$ cat config.mk
export PLATFORM = sky130hd
export DESIGN_NAME = mcodec_top
export DESIGN_NICKNAME = d
export VERILOG_FILES = /design/src/rtl/mcodec_pkg.sv /design/src/rtl/mcodec_slot_timer.sv /design/src/rtl/mcodec_tx_fsm.sv /design/src/rtl/mcodec_rx_fsm.sv /design/src/rtl/mcodec_top.sv
export SDC_FILE = /design/constraint.sdc
export NUM_CORES = 1
export LEC_CHECK = 0
export ABC_CLOCK_PERIOD_IN_PS = 2380
export BUFFER_PORTS_ARGS = -buffer_cell sky130_fd_sc_hd__buf_2
export CORE_MARGIN = 4
export CORE_UTILIZATION = 52
export CTS_CLUSTER_SIZE = 20
export DETAILED_ROUTE_END_ITERATION = 6
export PLACE_DENSITY = 0.78
export SLEW_MARGIN = 20
export SYNTH_ARGS = -nofsm -noshare
export SYNTH_HDL_FRONTEND = slang
export SYNTH_SLANG_ARGS = --single-unit
$ cat constraint.sdc
create_clock -name clk -period 2.38 [get_ports clk]
set_clock_uncertainty 0.05 [all_clocks]
set_input_delay 0.238 -clock clk [delete_from_list [all_inputs] [get_ports clk]]
set_output_delay 0.238 -clock clk [all_outputs]
set_load 0.01 [all_outputs]
$ cat src/rtl/mcodec_pkg.sv
package mcodec_pkg;
    localparam int RATE_W    = 3;
    localparam int NUM_RATES = 1 << RATE_W;

    typedef enum logic [1:0] {
        LINK_NONE,
        LINK_RX,
        LINK_TX
    } link_mode_e;

    typedef enum logic [2:0] {
        TX_OFF,
        TX_MA0,
        TX_MA1,
        TX_MB0,
        TX_MB1,
        TX_NLO,
        TX_NHI
    } tx_state_e;

    typedef enum logic [2:0] {
        RX_OFF,
        RX_MA0,
        RX_MA1,
        RX_MB0,
        RX_MB1,
        RX_NA,
        RX_NB
    } rx_state_e;
endpackage

$ cat src/rtl/mcodec_slot_timer.sv
module mcodec_slot_timer
    import mcodec_pkg::*;
#(
    parameter int BASE_DIV = 2
) (
    input  logic              clk,
    input  logic              rst_n,
    input  logic              restart,
    input  logic [RATE_W-1:0] rate_sel,
    output logic              slot_tick
);
    localparam int MAX_H = BASE_DIV << (NUM_RATES - 1);
    localparam int CW    = $clog2(MAX_H) + 1;

    logic [CW-1:0] lim_tab [NUM_RATES];
    logic [CW-1:0] limit;
    logic [CW-1:0] cnt_q;

    // one half-slot length per rate code, slowest at code 0
    for (genvar g = 0; g < NUM_RATES; g++) begin : g_lim
        assign lim_tab[g] = CW'(BASE_DIV << (NUM_RATES - 1 - g));
    end

    assign limit     = lim_tab[rate_sel];
    assign slot_tick = (cnt_q >= limit - CW'(1));

    always_ff @(posedge clk or negedge rst_n) begin
        if (!rst_n) begin
            cnt_q <= '0;
        end else if (restart || slot_tick) begin
            cnt_q <= '0;
        end else begin
            cnt_q <= cnt_q + CW'(1);
        end
    end

    if (BASE_DIV > 1) begin : g_gap_chk
        AST_SLOT_GAP: assert property (@(posedge clk) disable iff (!rst_n)
            slot_tick |=> !slot_tick);
    end
endmodule

$ cat src/rtl/mcodec_tx_fsm.sv
module mcodec_tx_fsm
    import mcodec_pkg::*;
(
    input  logic clk,
    input  logic rst_n,
    input  logic active,
    input  logic enter,
    input  logic nrz,
    input  logic slot_tick,
    input  logic data_in,
    output logic chip_out,
    output logic bit_clk
);
    tx_state_e state_q, state_d;
    logic      cur_q;
    logic      nxt_q;

    always_ff @(posedge clk or negedge rst_n) begin
        if (!rst_n) state_q <= TX_OFF;
        else        state_q <= state_d;
    end

    always_comb begin
        state_d = state_q;
        if (!active) begin
            state_d = TX_OFF;
        end else if (enter) begin
            state_d = nrz ? TX_NLO : TX_MA0;
        end else if (slot_tick) begin
            unique case (state_q)
                TX_OFF:  state_d = TX_OFF;
                TX_MA0:  state_d = TX_MA1;
                TX_MA1:  state_d = TX_MB0;
                TX_MB0:  state_d = TX_MB1;
                TX_MB1:  state_d = TX_MA0;
                TX_NLO:  state_d = TX_NHI;
                TX_NHI:  state_d = TX_NLO;
                default: state_d = TX_OFF;
            endcase
        end
    end

    // capture at the host clock rise, promote at the bit boundary
    always_ff @(posedge clk or negedge rst_n) begin
        if (!rst_n) begin
            cur_q <= 1'b0;
            nxt_q <= 1'b0;
        end else if (enter) begin
            cur_q <= 1'b0;
            nxt_q <= 1'b0;
        end else if (slot_tick) begin
            if (state_q == TX_MA1 || state_q == TX_NLO) nxt_q <= data_in;
            if (state_q == TX_MB1 || state_q == TX_NHI) cur_q <= nxt_q;
        end
    end

    always_comb begin
        chip_out = 1'b0;
        bit_clk  = 1'b0;
        unique case (state_q)
            TX_OFF: begin
                chip_out = 1'b0;
                bit_clk  = 1'b0;
            end
            TX_MA0, TX_MA1: begin
                chip_out = cur_q;
                bit_clk  = 1'b0;
            end
            TX_MB0, TX_MB1: begin
                chip_out = ~cur_q;
                bit_clk  = 1'b1;
            end
            TX_NLO: begin
                chip_out = cur_q;
                bit_clk  = 1'b0;
            end
            TX_NHI: begin
                chip_out = cur_q;
                bit_clk  = 1'b1;
            end
            default: begin
                chip_out = 1'b0;
                bit_clk  = 1'b0;
            end
        endcase
    end

    AST_MAN_MIDBIT_FLIP: assert property (@(posedge clk) disable iff (!rst_n)
        (state_q == TX_MB0 && $past(state_q) == TX_MA1) |-> (chip_out != $past(chip_out)));
    AST_TX_CAPTURE: assert property (@(posedge clk) disable iff (!rst_n)
        $rose(bit_clk) |-> (nxt_q == $past(data_in)));
    AST_TX_IDLE_LOW: assert property (@(posedge clk) disable iff (!rst_n)
        !active |=> (!chip_out && !bit_clk));
endmodule

$ cat src/rtl/mcodec_rx_fsm.sv
module mcodec_rx_fsm
    import mcodec_pkg::*;
#(
    parameter int THR_W = 4
) (
    input  logic             clk,
    input  logic             rst_n,
    input  logic             active,
    input  logic             enter,
    input  logic             nrz,
    input  logic             slot_tick,
    input  logic             chip_in,
    input  logic [THR_W-1:0] thresh,
    input  logic             stat_sel,
    output logic             data_out,
    output logic             bit_clk,
    output logic             flag
);
    rx_state_e        state_q, state_d;
    logic             chip_a_q;
    logic             data_q;
    logic             pulse_q;
    logic             flag_q;
    logic [THR_W-1:0] vcnt_q;
    logic [THR_W-1:0] vcnt_inc;
    logic             pair_ok;
    logic             abort;

    assign vcnt_inc = (vcnt_q == '1) ? vcnt_q : vcnt_q + THR_W'(1);
    assign pair_ok  = (chip_a_q != chip_in);
    assign abort    = flag_q && !stat_sel;

    always_ff @(posedge clk or negedge rst_n) begin
        if (!rst_n) state_q <= RX_OFF;
        else        state_q <= state_d;
    end

    always_comb begin
        state_d = state_q;
        if (!active) begin
            state_d = RX_OFF;
        end else if (enter) begin
            state_d = nrz ? RX_NA : RX_MA0;
        end else if (slot_tick) begin
            unique case (state_q)
                RX_OFF:  state_d = RX_OFF;
                RX_MA0:  state_d = RX_MA1;
                RX_MA1:  state_d = RX_MB0;
                RX_MB0:  state_d = RX_MB1;
                RX_MB1:  state_d = RX_MA0;
                RX_NA:   state_d = RX_NB;
                RX_NB:   state_d = RX_NA;
                default: state_d = RX_OFF;
            endcase
        end
    end

    // chip sampling, pair decision and violation tracking
    always_ff @(posedge clk or negedge rst_n) begin
        if (!rst_n) begin
            chip_a_q <= 1'b0;
            data_q   <= 1'b0;
            pulse_q  <= 1'b0;
            flag_q   <= 1'b0;
            vcnt_q   <= '0;
        end else if (enter) begin
            pulse_q  <= 1'b0;
            flag_q   <= 1'b0;
            vcnt_q   <= '0;
        end else if (active && slot_tick) begin
            if (state_q == RX_MA0) begin
                chip_a_q <= chip_in;
            end
            if (state_q == RX_MB0) begin
                if (pair_ok) begin
                    vcnt_q  <= '0;
                    pulse_q <= !abort;
                    if (!abort) data_q <= chip_a_q;
                end else begin
                    vcnt_q  <= vcnt_inc;
                    pulse_q <= 1'b0;
                    if (vcnt_inc > thresh) flag_q <= 1'b1;
                end
            end
            if (state_q == RX_NA) begin
                data_q  <= chip_in;
                pulse_q <= 1'b1;
            end
        end
    end

    always_comb begin
        bit_clk = 1'b0;
        unique case (state_q)
            RX_MA0, RX_MA1, RX_NA: bit_clk = pulse_q;
            RX_OFF, RX_MB0, RX_MB1, RX_NB: bit_clk = 1'b0;
            default: bit_clk = 1'b0;
        endcase
        data_out = data_q;
        flag     = flag_q;
    end

    AST_VIOL_HOLDS_DATA: assert property (@(posedge clk) disable iff (!rst_n)
        (active && !enter && slot_tick && state_q == RX_MB0 && !pair_ok) |=> $stable(data_out));
    AST_FLAG_STICKY: assert property (@(posedge clk) disable iff (!rst_n)
        (flag && !enter) |=> flag);
    AST_ABORT_QUIET: assert property (@(posedge clk) disable iff (!rst_n)
        (flag && !stat_sel && !enter) |=> !$rose(bit_clk));
endmodule

$ cat src/rtl/mcodec_top.sv
module mcodec_top
    import mcodec_pkg::*;
#(
    parameter int BASE_DIV = 2,
    parameter int THR_W    = 4
) (
    input  logic              clk,
    input  logic              rst_n,
    input  logic              xmit,
    input  logic              nrz_sel,
    input  logic [RATE_W-1:0] rate_sel,
    input  logic [THR_W-1:0]  vthresh,
    input  logic              stat_sel,
    input  logic              host_din,
    output logic              host_dout,
    output logic              host_clk,
    output logic              chip_out,
    input  logic              chip_in,
    output logic              viol_stat
);
    link_mode_e mode_q;
    link_mode_e mode_want;
    logic       enter;
    logic       slot_tick;
    logic       tx_clk;
    logic       rx_clk;
    logic       rx_flag;

    assign mode_want = xmit ? LINK_TX : LINK_RX;
    assign enter     = (mode_want != mode_q);

    always_ff @(posedge clk or negedge rst_n) begin
        if (!rst_n) mode_q <= LINK_NONE;
        else        mode_q <= mode_want;
    end

    mcodec_slot_timer #(
        .BASE_DIV (BASE_DIV)
    ) i_timer (
        .clk       (clk),
        .rst_n     (rst_n),
        .restart   (enter),
        .rate_sel  (rate_sel),
        .slot_tick (slot_tick)
    );

    mcodec_tx_fsm i_tx (
        .clk       (clk),
        .rst_n     (rst_n),
        .active    (xmit),
        .enter     (enter && xmit),
        .nrz       (nrz_sel),
        .slot_tick (slot_tick),
        .data_in   (host_din),
        .chip_out  (chip_out),
        .bit_clk   (tx_clk)
    );

    mcodec_rx_fsm #(
        .THR_W (THR_W)
    ) i_rx (
        .clk       (clk),
        .rst_n     (rst_n),
        .active    (!xmit),
        .enter     (enter && !xmit),
        .nrz       (nrz_sel),
        .slot_tick (slot_tick),
        .chip_in   (chip_in),
        .thresh    (vthresh),
        .stat_sel  (stat_sel),
        .data_out  (host_dout),
        .bit_clk   (rx_clk),
        .flag      (rx_flag)
    );

    assign host_clk  = xmit ? tx_clk : rx_clk;
    assign viol_stat = rx_flag && stat_sel;

    AST_RX_CHIP_QUIET: assert property (@(posedge clk) disable iff (!rst_n)
        (mode_q == LINK_RX) |-> !chip_out);
endmodule

Word level (Yosys, flattened, before mapping)
Memories as Yosys holds them, arrays and structs flattened.
Cells that the tools add are included.
{"block": "word_totals", "register_bits": 27, "memories": 1, "output_inout_bits": 4, "in_bits": 14, "rom_bits": 72, "word_cells": 113}
{"block": "classes", "n_eq_ne": 18, "n_reduce_logical": 32, "bitwise": 3, "muxes": 42, "n_lt_le_gt_ge": 3, "n_addsub": 3}
{"name": "(no name shown)", "depth": 8, "width": 9, "rd": 1, "rd_ports_with_merged_regs": 0, "write_ports": 0, "line": "mcodec_slot_timer.sv:24", "text": "assign limit = lim_tab[rate_sel];"}
{"op": "3-bit one-hot mux with 6 select lines", "n": 2}
{"op": "9-bit 2-to-1 mux", "n": 3}
{"op": "1-bit 2-to-1 mux", "n": 23}
{"op": "3-bit 2-to-1 mux", "n": 7}
{"op": "4-bit 2-to-1 mux", "n": 5}
{"op": "3-bit == test, second input constant", "n": 6}
{"op": "2-bit nonzero test", "n": 8}
{"op": "3-bit by 2-bit == test with 1-bit output, second input constant", "n": 4}
{"op": "9-bit by 1-bit adder with 9-bit output, second input constant", "n": 1}
{"op": "9-bit greater-or-equal comparator", "n": 1}
{"op": "9-bit by 1-bit subtractor with 9-bit output, second input constant", "n": 1}
{"op": "2-bit AND reduction", "n": 4}
{"op": "3-bit by 1-bit == test with 1-bit output, second input constant", "n": 2}
{"op": "3-bit nonzero test", "n": 2}
{"op": "3-bit OR reduction", "n": 2}
{"op": "1-bit logical AND", "n": 5}
{"op": "5-bit AND reduction", "n": 1}
{"op": "4-bit by 1-bit adder with 4-bit output, second input constant", "n": 1}
{"op": "4-bit == test, second input constant", "n": 1}
{"op": "4-bit greater-or-equal comparator, second input constant", "n": 1}
{"op": "4-bit greater-than comparator", "n": 1}
{"op": "3-bit inverter with 4-bit output", "n": 1}
{"op": "4-bit AND reduction", "n": 1}
{"op": "4-bit OR reduction", "n": 1}
{"op": "other kinds (12)", "n": 17}

Logic depth before layout (Yosys ltp)
{"block": "logic_depth", "ltp_word": 9, "depth_mapped": 15, "mapped_depth_nobuf": 12}

Cells and area by module
Synthesis repeated with hierarchy kept, for this count alone.
{"block": "unflattened", "hier_cells": 215, "hier_area_um2": 1998.2}
{"module": "mcodec_rx_fsm", "cells_each": 87, "seq_area_each_um2": 275.3, "area_each_um2": 843.3, "n_inst": 1}
{"module": "mcodec_slot_timer", "cells_each": 74, "seq_area_each_um2": 225.2, "area_each_um2": 671.9, "n_inst": 1}
{"module": "mcodec_tx_fsm", "cells_each": 43, "seq_area_each_um2": 125.1, "area_each_um2": 374.1, "n_inst": 1}
{"module": "mcodec_top", "cells_each": 11, "seq_area_each_um2": 50.0, "area_each_um2": 108.9, "n_inst": 1}

Worst setup path before layout
OpenSTA, ideal clock, no wires.
{"block": "synth_path", "path_kind": "input port to flip-flop", "start": "input rate_sel[2]", "end": "register i_rx.data_q (netlist: i_rx.data_out)", "n_path_buf": 1, "t_required_ns": 2.205, "slack_ns": -0.215, "stages": 13, "setup_ns": 0.125, "arrival_ns": 2.420, "cell_sequence": "clkbuf_1 nand3_1 ha_1 inv_1 nand2_1 a21oi_1 a31oi_1 ha_1 nand2_1 a211o_1 o21ai_2 and4_1 mux2_2"}
{"block": "synth_between", "elab_chain_len": 8}
{"element": "start: declaration", "line": "mcodec_top.sv:11", "text": "input logic [RATE_W-1:0] rate_sel,"}
{"element": "3-bit inverter with 4-bit output (implied by the code)", "line": "mcodec_slot_timer.sv:24"}
{"element": "memory 8 x 9 bit"}
{"element": "9-bit 2-to-1 mux (implied by the code) (2 in a row)", "line": "mcodec_slot_timer.sv:24"}
{"element": "9-bit by 1-bit subtractor with 9-bit output", "line": "mcodec_slot_timer.sv:25", "text": "assign slot_tick = (cnt_q >= limit - CW'(1));"}
{"element": "9-bit greater-or-equal comparator", "line": "mcodec_slot_timer.sv:25"}
{"element": "1-bit logical AND", "line": "mcodec_rx_fsm.sv:70", "text": "end else if (active && slot_tick) begin"}
{"element": "5-bit AND reduction (no line)"}
{"element": "end signal: assignment", "line": "mcodec_rx_fsm.sv:78", "text": "if (!abort) data_q <= chip_a_q;"}
{"element": "end signal: assignment", "line": "mcodec_rx_fsm.sv:86", "text": "data_q <= chip_in;"}
{"element": "end: declaration", "line": "mcodec_rx_fsm.sv:21", "text": "logic data_q;"}
Every way passes these cells. The select of a mux whose other input is x is not followed.
A chain may end at the register's enable or synchronous reset.

Worst setup path in the final report
{"block": "layout_path", "start": "input rate_sel[0]", "end": "register i_rx.data_q (netlist: i_rx.data_out)"}
Same word-level chain as after synthesis.

==> report_table.html <==
<table>
<tr><th>Metric</th><th>Value</th></tr>
<tr><th colspan="2">Placed design</th></tr>
<tr><td>Count of input and output buffers</td><td>17</td></tr>
<tr><td>HPWL after DPL</td><td>roughly 2900 microns</td></tr>
<tr><td>Routability cong.</td><td>around 0.84</td></tr>
<tr><th colspan="2">STA</th></tr>
<tr><td>Final setup violation count</td><td>0</td></tr>
<tr><td>Final Hold Slack</td><td>132.4 ps</td></tr>
<tr><td>Max-slew headroom</td><td>59.08%</td></tr>
<tr><td>Number of pins exceeding their max-slew limit in the final report</td><td>0</td></tr>
<tr><td>Max Freq</td><td>roughly 420 MHz</td></tr>
<tr><td>Setup repair after global routing missed its margin</td><td>yes</td></tr>
<tr><td>Final clock period utilization by the worst path</td><td>99.39%</td></tr>
<tr><td>Number of hold violations in the final report</td><td>0</td></tr>
<tr><td>Time the final worst path needs with I/O delays and setup</td><td>approximately 2400 ps</td></tr>
<tr><td>Tightest Pin Transition</td><td>roughly 610 ps</td></tr>
<tr><th colspan="2">Synthesis</th></tr>
<tr><td>Synthesized instance count</td><td>210</td></tr>
<tr><td>Net count after synthesis</td><td>243</td></tr>
<tr><td>Cell area after technology mapping</td><td>between 1500 and 2000 sq um</td></tr>
<tr><td>Biggest area consumer among synthesized cells</td><td>dfrtp_1</td></tr>
<tr><td>Multiplexer share of the synthesized area</td><td>3.942%</td></tr>
<tr><td>Area share of and/or/nand/nor cells after synthesis</td><td>18.40%</td></tr>
<tr><td>Synthesized-area fraction occupied by ao, oa, aoi and oai cells</td><td>roughly a fifth</td></tr>
<tr><td>Yosys top cell area share</td><td>35.48%</td></tr>
<tr><td>Number of register bits inferred by synthesis</td><td>27</td></tr>
<tr><td>Yosys warnings</td><td>0</td></tr>
<tr><td>Top cells by area in the synthesized netlist</td><td>dfrtp_1 (35%), ha_1 (12%), nor2_1 (4.1%), a21oi_1 (3.4%), xor2_1 (3.2%)</td></tr>
<tr><td>Ys flop type</td><td>dfrtp_1</td></tr>
<tr><td>Proportion of register bits with asynchronous set or reset after synthesis</td><td>between 90% and 100%</td></tr>
<tr><td>Combinational family with the most area after synthesis</td><td>compound AO/OA/AOI/OAI gates</td></tr>
<tr><td>Register area share after synthesis</td><td>between 30% and 40%</td></tr>
<tr><td>Adder-cell share of the synthesized area</td><td>12.48%</td></tr>
<tr><td>Number of synthesized flops with an enable pin</td><td>0</td></tr>
<tr><td>Xor and xnor fraction of the mapped netlist area</td><td>around 5%</td></tr>
<tr><td>Post-synth cell types</td><td>43</td></tr>
<tr><td>Syn_area_per_cell</td><td>between 9 and 10 sq um</td></tr>
<tr><th colspan="2">Global routing</th></tr>
<tr><td>Number of antenna violations at the first check in global routing</td><td>0</td></tr>
<tr><td>Maximum number of pins on one net before global-route repair</td><td>28</td></tr>
<tr><td>Final global-route overflow total</td><td>0</td></tr>
<tr><td>Combined global-route utilization of all metal layers</td><td>around 18%</td></tr>
<tr><td>Wire length of the first global-routing pass</td><td>about 6500 microns</td></tr>
<tr><td>Via count of the first global-routing pass</td><td>around 1600</td></tr>
<tr><th colspan="2">Final layout</th></tr>
<tr><td>Utilization after layout</td><td>between 60% and 70%</td></tr>
<tr><td>Commonest non-fill, non-tap cell in the layout</td><td>dfrtp_1</td></tr>
<tr><td>Top library cells by usage in the layout, fill and taps aside</td><td>dfrtp_1 (27), nor2_1 (21), ha_1 (18)</td></tr>
<tr><td>Area grow syn2layout</td><td>18.07%</td></tr>
<tr><td>Antenna diode count</td><td>0</td></tr>
<tr><td>Fill cell instance count of the final layout</td><td>approximately 310</td></tr>
<tr><td>Layout Nets</td><td>274</td></tr>
<tr><td>Area of the multi-input gates</td><td>~1200 sq um</td></tr>
<tr><td>Share of final-layout standard cells stronger than drive strength 1</td><td>22.92%</td></tr>
<tr><td>Area of all sequential standard cells</td><td>about 680 sq um</td></tr>
<tr><th colspan="2">Route</th></tr>
<tr><td>Routed wire length</td><td>approximately 3800 microns</td></tr>
<tr><td>Number of detailed-routing iterations run before antenna repair</td><td>4</td></tr>
<tr><td>Detailed Route Iter0 Violations</td><td>between 60 and 70</td></tr>
<tr><td>Via/cell ratio</td><td>5.500</td></tr>
<tr><td>Vias</td><td>1573</td></tr>
<tr><td>DRC violation count after routing</td><td>0</td></tr>
<tr><td>Final antenna-violating net count</td><td>0</td></tr>
<tr><td>Routed wire length per instance</td><td>about 13 microns</td></tr>
<tr><th colspan="2">Floorplanning</th></tr>
<tr><td>Overall die width</td><td>~70 microns</td></tr>
<tr><td>Placement row count</td><td>21</td></tr>
<tr><td># IOs</td><td>18</td></tr>
<tr><td>Starting density of the core</td><td>55.33%</td></tr>
<tr><td>Core Area</td><td>3442 sq um</td></tr>
<tr><td>Total die area</td><td>between 4000 and 5000 sq um</td></tr>
<tr><td>Chip Height</td><td>just under 70 microns</td></tr>
<tr><th colspan="2">Clock network</th></tr>
<tr><td>Maximum buffer depth of the clock tree</td><td>2</td></tr>
<tr><td>CTS tree</td><td>done</td></tr>
<tr><td>Cts bufs inserted</td><td>3</td></tr>
<tr><td>Number of clock sinks</td><td>27</td></tr>
<tr><td>Worst skew pair latency</td><td>between 200 and 300 ps</td></tr>
<tr><td>CTS HTree Levels</td><td>1</td></tr>
<tr><td>Clock slew at the register clock pins of the worst setup and hold paths</td><td>~100 ps</td></tr>
<tr><td>CTS root buf</td><td>clkbuf_8</td></tr>
<tr><th colspan="2">Pwr</th></tr>
<tr><td>Power per standard cell area</td><td>between 300 and 400 nW/um^2</td></tr>
<tr><td>Leakage power of the design</td><td>between 1 and 1.5 nW</td></tr>
<tr><td>Worst ir drop on vdd</td><td>0.0002223 V</td></tr>
<tr><th colspan="2">Setup path</th></tr>
<tr><td>Worst reg2reg endpoint</td><td>i_rx.flag$_DFFE_PN0P_</td></tr>
<tr><td>End point of the critical path</td><td>i_rx.data_out$_DFFE_PN0P_</td></tr>
<tr><td>Kind of critical path</td><td>in2reg</td></tr>
<tr><td>Signal arrival time at the worst endpoint</td><td>approximately 2500 ps</td></tr>
<tr><td>Setup slack on the worst flop-to-flop path</td><td>roughly 200 ps</td></tr>
<tr><td>Worst setup EP type</td><td>flip-flop</td></tr>
<tr><td>CP Launch Point</td><td>rate_sel[0]</td></tr>
<tr><td>Critical path required time</td><td>2500 ps</td></tr>
<tr><td>Startpoint types</td><td>primary input</td></tr>
<tr><td>Worst Reg2Reg Path Length in Cells</td><td>8</td></tr>
<tr><td>Launch point of the worst reg-to-reg path</td><td>i_rx.vcnt_q[0]$_DFFE_PN0P_</td></tr>
<tr><td>Worst-path maximum fanout</td><td>3</td></tr>
<tr><th colspan="2">Run</th></tr>
<tr><td>Max capacitance violation total</td><td>0</td></tr>
<tr><th colspan="2">Hold path</th></tr>
<tr><td>Hold Path Class</td><td>in2reg</td></tr>
<tr><th colspan="2">Status</th></tr>
<tr><td>Run status</td><td>complete, no violations</td></tr>
</table>
## cell usage after synthesis, drive strengths merged, types with 2 or more instances
library cell / n
nor2: 21
o21ai: 11
a211o: 2
a21oi: 14
ha: 19
nand2: 13
xnor2: 4
nor2b: 3
dfrtp: 27
and3: 3
a21o: 3
nand2b: 5
mux2i: 3
or2: 2
nand3b: 3
a22o: 3
a31oi: 2
and2: 2
xor2: 7
clkbuf: 5
buf: 3
a211oi: 4
o211ai: 4
mux2: 4
nor3: 4
inv: 14
nand3: 9
nand4: 4
## cells by family (layout without fill, tap and decap cells)
| family | count (synthesis) | count (layout) |
|---|---|---|
| compound gates | 52 | 52 |
| xor+xnor | 11 | 11 |
| fa+ha+maj | 19 | 19 |
| buf+inv | 22 | 52 |
| flops | 27 | 27 |
| mux | 7 | 7 |
| other cells | 1 | 1 |
| simple gates | 71 | 71 |
## sequential cells by signal (all words and copies together), names as in the netlist
signal	count
i_timer.cnt_q	9
i_rx.vcnt_q	4
i_rx.state_q	3
i_tx.state_q	3
mode_q	2
i_rx.chip_a_q	1
i_rx.data_out	1
i_rx.flag	1
i_rx.pulse_q	1
i_tx.cur_q	1
i_tx.nxt_q	1
## worst min path at each step
stage,startpoint,endpoint,slack [ps],depth (start not counted)
after floorplan,rst_n,i_rx.chip_a_q$_DFFE_PN0P_,-110,0
after global placement,rst_n,i_rx.state_q[2]$_DFFE_PN0P_,230,1
after detailed placement,rst_n,i_rx.chip_a_q$_DFFE_PN0P_,230,1
after CTS,xmit,mode_q[1]$_DFF_PN0_,120,1
after global routing,xmit,mode_q[1]$_DFF_PN0_,120,1
final,xmit,mode_q[1]$_DFF_PN0_,130,1
## final cells by class
type	instances	share of cell area [%]
Timing Repair Buffer	34	11.30
Inverter	14	2.337
Clock inverter	1	0.3339
Tap cell	46	2.560
Sequential cell	27	30.05
Multi-Input combinational cell	161	51.59
Clock buffer	3	1.836
## power breakdown
group          switching, mW  internal (mW)
Clock                  0.143          0.119
Combinational         0.0754         0.0605
Sequential            0.0129          0.467
Total                  0.232          0.646
## routing by layer
| metal | up-vias | routed length [microns] | track usage, % |
|---|---|---|---|
| met5 | - | 0 | 0 |
| met1 | 747 | 1806 | 22.90 |
| li1 | 806 | - | - |
| met4 | 0 | 45 | 6.452 |
| met3 | 4 | 89 | 2.269 |
| met2 | 16 | 1851 | 31.59 |
## critical path: stages
cell      delay [ps]
buf_6            100
nand3b_1         160
ha_2             200
inv_2             90
nand2_2           70
o21ai_2          150
a21oi_2           70
ha_1             270
nand2_1           50
a211o_1          310
o21ai_4          220
and4_4           260
mux2_4           290
## through the flow
stage / area, sq um / setup slack [ps] / setup TNS (ps) / std cells / power (mW)
CTS: 2166 / 73.78 / 0 / 283 / 0.8866
floorplan: 1917 / -6.330 / -6.330 / 210 / 0.5632
global placement: 2107 / -145.8 / -1886 / 278 / 0.6137
global route: 2248 / -43.16 / -132.3 / 286 / 0.9326
detailed placement: 2107 / -219.0 / -3469 / 278 / 0.6172
finish: 2248 / 14.57 / 0 / 286 / 0.8776
## what timing repair did
item / in CTS / in global routing
hold endpoints to repair: 27 / 0
hold buffers: 1 / 0
resized for setup: 0 / 12
setup endpoints to repair: 0 / 16
setup buffers: 0 / 3
No activity file was read; power rests on OpenSTA's default activity.
